[config.mk]
export PLATFORM = sky130hd
export DESIGN_NAME = eq_zero_tuner
export DESIGN_NICKNAME = d
export VERILOG_FILES = /design/src/rtl/eqz_pkg.sv /design/src/rtl/eqz_req_port.sv /design/src/rtl/eqz_zero_hist.sv /design/src/rtl/eqz_sleep_timer.sv /design/src/rtl/eq_zero_tuner.sv
export SDC_FILE = /design/constraint.sdc
export NUM_CORES = 1
export LEC_CHECK = 0
export ABC_AREA = 0
export BUFFER_PORTS_ARGS = -buffer_cell sky130_fd_sc_hd__buf_2
export CORE_MARGIN = 5
export CORE_UTILIZATION = 45
export CTS_BUF_LIST = sky130_fd_sc_hd__clkbuf_8
export CTS_CLUSTER_DIAMETER = 80
export DETAILED_ROUTE_END_ITERATION = 6
export PLACE_DENSITY = 0.65
export SYNTH_ARGS = -nofsm -noshare
export SYNTH_HDL_FRONTEND = slang
export SYNTH_SLANG_ARGS = --single-unit
[constraint.sdc]
create_clock -name clk -period 37.7 [get_ports clk]
set_input_delay 3.77 -clock clk [delete_from_list [all_inputs] [get_ports clk]]
set_output_delay 3.77 -clock clk [all_outputs]
set_load 0.01 [all_outputs]
[src/rtl/eqz_pkg.sv]
// Shared types for the equalizer zero-lock tuner.
// Assumes: nothing beyond the enums below.
package eqz_pkg;

    // Coarse tuning state, as seen across ticks.
    typedef enum logic [1:0] {
        ST_INITIAL  = 2'd0,
        ST_READING  = 2'd1,
        ST_SLEEPING = 2'd2
    } tune_state_t;

    // Fine step inside one tick: idle, or an access / decision in flight.
    typedef enum logic [2:0] {
        PH_IDLE      = 3'd0,
        PH_CLEAR_WR  = 3'd1,
        PH_SAMPLE_RD = 3'd2,
        PH_DECIDE    = 3'd3,
        PH_LOCK_WR   = 3'd4,
        PH_FLUSH_RD  = 3'd5,
        PH_ERR_RD    = 3'd6
    } step_t;

endpackage

[src/rtl/eqz_req_port.sv]
// Register-access request holder.
// Raises a request when the sequencer asks for one and none is pending.
// It latches address, data and direction, holds them until done, then
// returns an ack pulse. Assumes done arrives only while valid is high.
module eqz_req_port #(
    parameter int ADDR_W = 5,
    parameter int DATA_W = 16
) (
    input  logic              clk,
    input  logic              rst_n,
    input  logic              want_i,
    input  logic              write_i,
    input  logic [ADDR_W-1:0] addr_i,
    input  logic [DATA_W-1:0] data_i,
    input  logic              done_i,
    output logic              valid_o,
    output logic              write_o,
    output logic [ADDR_W-1:0] addr_o,
    output logic [DATA_W-1:0] data_o,
    output logic              ack_o
);

    logic              valid_q;
    logic              write_q;
    logic [ADDR_W-1:0] addr_q;
    logic [DATA_W-1:0] data_q;

    // Issue a new request, or retire the pending one on done.
    always_ff @(posedge clk) begin
        if (!rst_n) begin
            valid_q <= 1'b0;
            write_q <= 1'b0;
            addr_q  <= '0;
            data_q  <= '0;
        end else if (valid_q) begin
            if (done_i) valid_q <= 1'b0;
        end else if (want_i) begin
            valid_q <= 1'b1;
            write_q <= write_i;
            addr_q  <= addr_i;
            data_q  <= data_i;
        end
    end

    // Drive the port and hand completion back to the sequencer.
    always_comb begin
        valid_o = valid_q;
        write_o = write_q;
        addr_o  = addr_q;
        data_o  = data_q;
        ack_o   = valid_q & done_i;
    end

    AST_REQ_HOLD: assert property (@(posedge clk) disable iff (!rst_n)
        (valid_q && !done_i) |=> (valid_q && $stable(addr_q) && $stable(data_q) && $stable(write_q)))
        else $error("request changed before done");

endmodule

[src/rtl/eqz_zero_hist.sv]
// Sixteen-bin histogram of the sampled equalizer zero value.
// Counts samples, flags any hit in bins 0xB..0xF, and picks the most
// frequent value, with the lower index winning a tie.
// Assumes: clear and increment are never asserted together.
module eqz_zero_hist #(
    parameter int SAMPLES = 100,
    parameter int BIN_W   = 7
) (
    input  logic       clk,
    input  logic       rst_n,
    input  logic       clear_i,
    input  logic       inc_i,
    input  logic [3:0] value_i,
    output logic       full_o,
    output logic       high_seen_o,
    output logic [3:0] best_o
);

    localparam int                NBINS   = 16;
    localparam int                CNT_W   = $clog2(SAMPLES + 1);
    localparam logic [BIN_W-1:0]  BIN_MAX = {BIN_W{1'b1}};
    localparam logic [CNT_W-1:0]  CNT_END = CNT_W'(SAMPLES);

    logic [BIN_W-1:0] bin_q [NBINS];
    logic [CNT_W-1:0] cnt_q;

    // Sample counter: cleared at round start, bumped per sample.
    always_ff @(posedge clk) begin
        if (!rst_n || clear_i) cnt_q <= '0;
        else if (inc_i)        cnt_q <= cnt_q + 1'b1;
    end

    for (genvar b = 0; b < NBINS; b++) begin : g_bin
        // One saturating bin.
        always_ff @(posedge clk) begin
            if (!rst_n || clear_i)
                bin_q[b] <= '0;
            else if (inc_i && value_i == 4'(b) && bin_q[b] != BIN_MAX)
                bin_q[b] <= bin_q[b] + 1'b1;
        end

        AST_BIN_SATURATE: assert property (@(posedge clk) disable iff (!rst_n)
            (bin_q[b] == BIN_MAX && !clear_i) |=> (bin_q[b] == BIN_MAX))
            else $error("bin wrapped");
    end

    // Running maximum from bin 0 upward; only a strictly larger count wins.
    always_comb begin
        logic [BIN_W-1:0] top;
        top    = bin_q[0];
        best_o = 4'd0;
        for (int i = 1; i < NBINS; i++) begin
            if (bin_q[i] > top) begin
                top    = bin_q[i];
                best_o = 4'(i);
            end
        end
    end

    // Flag a completed round and any upper-range hit.
    always_comb begin
        full_o      = (cnt_q == CNT_END);
        high_seen_o = 1'b0;
        for (int i = 11; i < NBINS; i++)
            if (bin_q[i] != '0) high_seen_o = 1'b1;
    end

    AST_COUNT_BOUND: assert property (@(posedge clk) disable iff (!rst_n)
        (cnt_q <= CNT_END))
        else $error("sample count past end");

endmodule

[src/rtl/eqz_sleep_timer.sv]
// Tick counter for the waiting interval.
// Flags the tick that completes the interval.
// Assumes: the sequencer clears it on entry and on expiry.
module eqz_sleep_timer #(
    parameter int TICKS = 300
) (
    input  logic clk,
    input  logic rst_n,
    input  logic clear_i,
    input  logic adv_i,
    output logic last_o
);

    localparam int               CNT_W = (TICKS > 1) ? $clog2(TICKS) : 1;
    localparam logic [CNT_W-1:0] LAST  = CNT_W'(TICKS - 1);

    logic [CNT_W-1:0] cnt_q;

    // Count ticks spent waiting.
    always_ff @(posedge clk) begin
        if (!rst_n || clear_i) cnt_q <= '0;
        else if (adv_i)        cnt_q <= cnt_q + 1'b1;
    end

    // The next tick ends the interval.
    always_comb last_o = (cnt_q == LAST);

    AST_TIMER_BOUND: assert property (@(posedge clk) disable iff (!rst_n)
        (cnt_q <= LAST))
        else $error("sleep timer overran");

endmodule

[src/rtl/eq_zero_tuner.sv]
// Equalizer zero-lock tuning sequencer (top).
// Each accepted tick starts one step, made of zero or more register
// accesses. Ticks arriving while a step is in flight are dropped.
// Assumes: req_done_i pulses only in answer to req_valid_o; read data is
// valid in the same cycle as done.
module eq_zero_tuner
    import eqz_pkg::*;
#(
    parameter int ADDR_W      = 5,
    parameter int DATA_W      = 16,
    parameter int EQ_ADDR     = 26,
    parameter int ERR_ADDR    = 21,
    parameter int LOCK_BIT    = 15,
    parameter int ZERO_LSB    = 4,
    parameter int SAMPLES     = 100,
    parameter int BIN_W       = 7,
    parameter int SLEEP_TICKS = 300
) (
    input  logic              clk,
    input  logic              rst_n,
    input  logic              tick_i,
    input  logic              link_up_i,
    input  logic              speed_100_i,
    input  logic              enable_i,
    input  logic [DATA_W-1:0] err_limit_i,
    output logic              req_valid_o,
    output logic              req_write_o,
    output logic [ADDR_W-1:0] req_addr_o,
    output logic [DATA_W-1:0] req_wdata_o,
    input  logic              req_done_i,
    input  logic [DATA_W-1:0] req_rdata_i
);

    localparam logic [ADDR_W-1:0] A_EQ   = ADDR_W'(EQ_ADDR);
    localparam logic [ADDR_W-1:0] A_ERR  = ADDR_W'(ERR_ADDR);
    localparam logic [DATA_W-1:0] F_LOCK = DATA_W'(1) << LOCK_BIT;

    tune_state_t       state_q;
    step_t             step_q;
    logic              qualify;
    logic              acc_ack;
    logic              want, want_wr;
    logic [ADDR_W-1:0] want_addr;
    logic [DATA_W-1:0] want_data;
    logic              hist_clear, hist_inc, hist_full, hist_high;
    logic [3:0]        hist_best;
    logic              sleep_tick, tmr_clear, tmr_adv, tmr_last;

    // Conditions that allow a round to start.
    always_comb qualify = enable_i & link_up_i & speed_100_i;

    // Map the current step to the access it needs.
    always_comb begin
        want      = 1'b0;
        want_wr   = 1'b0;
        want_addr = A_EQ;
        want_data = '0;
        unique case (step_q)
            PH_CLEAR_WR:  begin want = 1'b1; want_wr = 1'b1; end
            PH_SAMPLE_RD: begin want = 1'b1; end
            PH_LOCK_WR:   begin want = 1'b1; want_wr = 1'b1;
                                want_data = F_LOCK | DATA_W'(hist_best); end
            PH_FLUSH_RD,
            PH_ERR_RD:    begin want = 1'b1; want_addr = A_ERR; end
            default:      ;
        endcase
    end

    // Strobes for the histogram and the timer.
    always_comb begin
        hist_clear = (step_q == PH_IDLE) && (state_q == ST_INITIAL) && tick_i && qualify;
        hist_inc   = (step_q == PH_SAMPLE_RD) && acc_ack;
        sleep_tick = (step_q == PH_IDLE) && (state_q == ST_SLEEPING) && link_up_i && tick_i;
        tmr_adv    = sleep_tick && !tmr_last;
        tmr_clear  = (sleep_tick && tmr_last)
                   || ((step_q == PH_FLUSH_RD) && acc_ack)
                   || ((step_q == PH_IDLE) && !link_up_i);
    end

    // Sequencer: coarse state across ticks, step within a tick.
    always_ff @(posedge clk) begin
        if (!rst_n) begin
            state_q <= ST_INITIAL;
            step_q  <= PH_IDLE;
        end else begin
            unique case (step_q)
                PH_IDLE: begin
                    if (!link_up_i) begin
                        state_q <= ST_INITIAL;
                    end else if (tick_i) begin
                        unique case (state_q)
                            ST_INITIAL: if (qualify) begin
                                state_q <= ST_READING;
                                step_q  <= PH_CLEAR_WR;
                            end
                            ST_READING:  step_q <= PH_SAMPLE_RD;
                            ST_SLEEPING: if (tmr_last) step_q <= PH_ERR_RD;
                            default:     state_q <= ST_INITIAL;
                        endcase
                    end
                end
                PH_CLEAR_WR:  if (acc_ack) step_q <= PH_SAMPLE_RD;
                PH_SAMPLE_RD: if (acc_ack) step_q <= PH_DECIDE;
                PH_DECIDE: begin
                    if (hist_full && hist_high) begin
                        step_q <= PH_LOCK_WR;
                    end else begin
                        step_q <= PH_IDLE;
                        if (hist_full) state_q <= ST_INITIAL;
                    end
                end
                PH_LOCK_WR:   if (acc_ack) step_q <= PH_FLUSH_RD;
                PH_FLUSH_RD:  if (acc_ack) begin
                    step_q  <= PH_IDLE;
                    state_q <= ST_SLEEPING;
                end
                PH_ERR_RD:    if (acc_ack) begin
                    step_q <= PH_IDLE;
                    if (req_rdata_i > err_limit_i) state_q <= ST_INITIAL;
                end
                default: step_q <= PH_IDLE;
            endcase
        end
    end

    eqz_req_port #(.ADDR_W(ADDR_W), .DATA_W(DATA_W)) port_i (
        .clk     (clk),
        .rst_n   (rst_n),
        .want_i  (want),
        .write_i (want_wr),
        .addr_i  (want_addr),
        .data_i  (want_data),
        .done_i  (req_done_i),
        .valid_o (req_valid_o),
        .write_o (req_write_o),
        .addr_o  (req_addr_o),
        .data_o  (req_wdata_o),
        .ack_o   (acc_ack)
    );

    eqz_zero_hist #(.SAMPLES(SAMPLES), .BIN_W(BIN_W)) hist_i (
        .clk         (clk),
        .rst_n       (rst_n),
        .clear_i     (hist_clear),
        .inc_i       (hist_inc),
        .value_i     (req_rdata_i[ZERO_LSB +: 4]),
        .full_o      (hist_full),
        .high_seen_o (hist_high),
        .best_o      (hist_best)
    );

    eqz_sleep_timer #(.TICKS(SLEEP_TICKS)) timer_i (
        .clk     (clk),
        .rst_n   (rst_n),
        .clear_i (tmr_clear),
        .adv_i   (tmr_adv),
        .last_o  (tmr_last)
    );

    AST_IDLE_NO_REQ: assert property (@(posedge clk) disable iff (!rst_n)
        ((step_q == PH_IDLE) || (step_q == PH_DECIDE)) |-> !req_valid_o)
        else $error("request outside an access step");

    AST_LOCK_NEEDS_HIGH: assert property (@(posedge clk) disable iff (!rst_n)
        (step_q == PH_LOCK_WR) |-> (hist_high && hist_full))
        else $error("lock without upper-range sample");

    AST_SLEEP_AFTER_FLUSH: assert property (@(posedge clk) disable iff (!rst_n)
        (state_q == ST_SLEEPING && $past(state_q) != ST_SLEEPING) |-> ($past(step_q) == PH_FLUSH_RD))
        else $error("entered wait without flush read");

    AST_LINK_DROP: assert property (@(posedge clk) disable iff (!rst_n)
        (step_q == PH_IDLE && !link_up_i) |=> (state_q == ST_INITIAL))
        else $error("link loss did not restart");

endmodule

==> out/qor.txt <==
Share of post-route cells with drive strength above 1 = 0.0992
Dpl hpwl = 26.1 mm
Fin Clk Skew = 0.0232 ns
Clk sink count = 143
Post-synth EDFFs = 112
Die footprint = 32,500 um^2
CTS Buffer Depth = 2
Hold Path Stages = 2
FFs w/ async S/R, synth = 0
Adder-Cell Fraction of Synth Area = 0.135
Die width = 180 um
DRT Pass-1 Iters = 5
Least-Margin Pin Slew = 1.24 ns
Reg clk slew, reported paths = 0.11 ns
Placed instance area = 13,500 um^2
Num rows = 62
Startpoint types = flip-flop
Largest net degree at the start of global routing = 27
Worst-path maximum fanout = 18
Simple-gate share of the synthesized area = 0.219
Fin crit share = 0.800
Gpl congestion = 0.946
CTS root buffer = clkbuf_8
Die H = 180 um
Setup crit end kind = flip-flop
Crit path required time = 38.05 ns
TritonCTS Buffers = 17
Crit-path leading delay family = compound AO/OA/AOI/OAI gates
Worst r2r dst = port_i.data_o[3]
First-pass GRT wire length = 54.6 mm
Detailed-route via count = 11,200
Initial Utilization = 0.455
Core box area = 28,700 um^2
Final setup TNS = 0 ns
WL final = 33.4 mm
CP Class = reg2reg
Post-DRT Antenna Nets = 0
Gr ovfl total = 0
Post-cts resize count = 0
RSZ-0062 raised after global routing = no
Antenna violations before repair = 0
Slowest stage delay, CP = 0.99 ns
WL/cell = 17.1 um
Largest family of logic cells by synthesized area = simple AND/OR/NAND/NOR gates
Io pins = 62
# DRC = 0
Syn-to-layout area delta = 7.05%
Multiplexer share of the synthesized area = 0.0256
Hold Crit Class = reg2reg
Relative slew slack = 0.172
CP Buf/Inv Count = 5
R2R depth = 133
Number of DRC markers in iteration 0 = 753
Max-cap viol count = 0
Final nets = 1,735
Mapped Area = 13,000 um^2
Tot GR Track Use = 0.202
Vias in the first global route = 10,700
Final setup violation count = 0
Synth Area in Compound Gates = 0.206
Synth Area in XOR/XNOR = 0.0524
Status = finished, final reports clean
Pins Over Slew Limit = 0
Synth Instances = 1,541
CTS Hold Bufs = 0
Post CTS Setup Buffer Count = 0
Hold endpoint = port_i.addr_o[4]
Syn_area_per_cell = 8.47 um^2
H-tree Lvls = 4
Fmax achieved = 0.0332 GHz
Seq/Total Area, Yosys = 0.305
Synthesis-stage register bit count = 143
Cell variety after synth = 105
Ys flop type = edfxtp_1
N_diodes = 0
CP max stage cell = a2bb2oi_1
CTS tree = done
Fin crit period = 30.16 ns
Reg2reg setup slack = 7.54 ns
Vias per Instance = 5.74
Worst-skew pair later-pin latency = 0.50 ns
PortBufs = 50
RR Startpoint = hist_i.bin_q[1][4]
Fin. Hold Viols = 0
Synthesis Warnings = 0
Most used cell, CP = ha_1
Post-route cell area = 14,000 um^2
Hold path start = port_i.addr_o[4]
Crit path DAT = 30.52 ns
==> synthesized netlist by cell type, drive strengths merged (8+ instances only) <==
master  count  share of area
a21boi     10         0.0058
nand2     108          0.031
o31ai       9         0.0062
a22oi      10         0.0061
or2        15         0.0076
mux2i      16          0.013
ha        136           0.13
edfxtp    112           0.26
xor2       32          0.021
o21ai      77          0.030
a211oi     11         0.0067
nand3      84          0.033
nor3       24          0.010
nand4      36          0.017
nand2b     13         0.0062
a21o       43          0.025
buf        28          0.013
a31oi      22          0.011
o22ai      13         0.0087
and3       23          0.011
o211ai     14         0.0096
clkbuf     35          0.010
inv       114          0.033
nor2      222          0.065
mux2       13          0.012
nor2b      21          0.010
o21a       17         0.0098
dfxtp      31          0.048
nor4        8         0.0048
and2       20         0.0096
a21oi      84          0.033
xnor2      46          0.031
==> metal layers <==
metal,track usage,vias to the layer above,wire length (um)
met2,0.322,285,15100
met4,0.0611,0,713
met3,0.0345,54,1660
met1,0.283,5267,15900
li1,-,5618,-
met5,0,-,0
==> flip-flops by register name, indices dropped and copies added (netlist names) <==
| signal | cells |
|---|---|
| hist_i.bin_q | 112 |
| step_q | 3 |
| port_i.write_o | 1 |
| hist_i.cnt_q | 7 |
| timer_i.cnt_q | 9 |
| port_i.valid_o | 1 |
| port_i.addr_o | 3 |
| state_q | 2 |
| port_i.data_o | 5 |
==> per-stage QoR <==
step | setup slack [ns] | std cells | util | hold WS [ns]
2_1_floorplan | 12.31 | 1551 | - | 0.460
3_3_place_gp | 8.71 | 1925 | 0.472 | 0.443
3_5_place_dp | 8.05 | 1925 | 0.472 | 0.455
4_1_cts | 7.99 | 1957 | 0.487 | 0.470
5_1_grt | 5.15 | 1957 | 0.487 | 0.491
6_report | 7.54 | 1957 | 0.487 | 0.466
==> how the worst max path moves through the flow <==
| stage | endpoint | startpoint | slack (ns) | cells after the start |
|---|---|---|---|---|
| after floorplan | port_i.data_o[3] | hist_i.bin_q[1][4] | 12.31 | 139 |
| after global placement | port_i.data_o[3] | hist_i.bin_q[1][4] | 8.71 | 131 |
| after detailed placement | port_i.data_o[3] | hist_i.bin_q[1][4] | 8.05 | 132 |
| after CTS | port_i.data_o[3] | hist_i.bin_q[1][4] | 7.99 | 132 |
| after global routing | port_i.data_o[3] | hist_i.bin_q[1][4] | 5.15 | 133 |
| final | port_i.data_o[3] | hist_i.bin_q[1][4] | 7.54 | 133 |
==> worst min-delay path: stages (launching register included) <==
cell and delay, ns:
dfxtp_1 0.32, inv_1 0.04, a21boi_0 0.06
==> cell usage in the layout (no fill, tap or decap), types with 13 or more instances in the layout <==
cell type	synthesis	final
a21o_1	43	43
a21oi_1	82	82
a31oi_1	21	21
and2_1	20	20
and3_1	23	23
buf_2	8	50
clkbuf_8	0	17
dfxtp_1	31	31
edfxtp_1	112	112
ha_1	136	136
inv_1	114	114
mux2i_1	15	15
nand2_1	108	108
nand2b_1	13	13
nand3_1	83	83
nand4_1	36	36
nor2_1	219	219
nor2b_1	21	21
nor3_1	22	22
o21a_1	17	17
o21ai_0	60	60
o21ai_1	17	17
xnor2_1	46	46
xor2_1	32	32
==> cells by family after synthesis <==
| family | count (synthesis) |
|---|---|
| buffers and inverters | 177 |
| flip-flops | 143 |
| multiplexers | 29 |
| AND/OR/NAND/NOR | 595 |
| adder cells (fa/ha/maj) | 142 |
| other | 1 |
| AO/OA/AOI/OAI | 376 |
| XOR/XNOR | 78 |
==> area by class of cell <==
cell class	instances	area (um^2)
clock buffer	17	234
clock inverter	15	195
fill	2832	14700
inverter	114	428
multi-input combinational	1231	8370
sequential	143	3980
tap	384	480
timing repair buffer	53	273
Power is not shown: default switching activity piles up to over one toggle a cycle in this logic, so the estimate is an artifact.
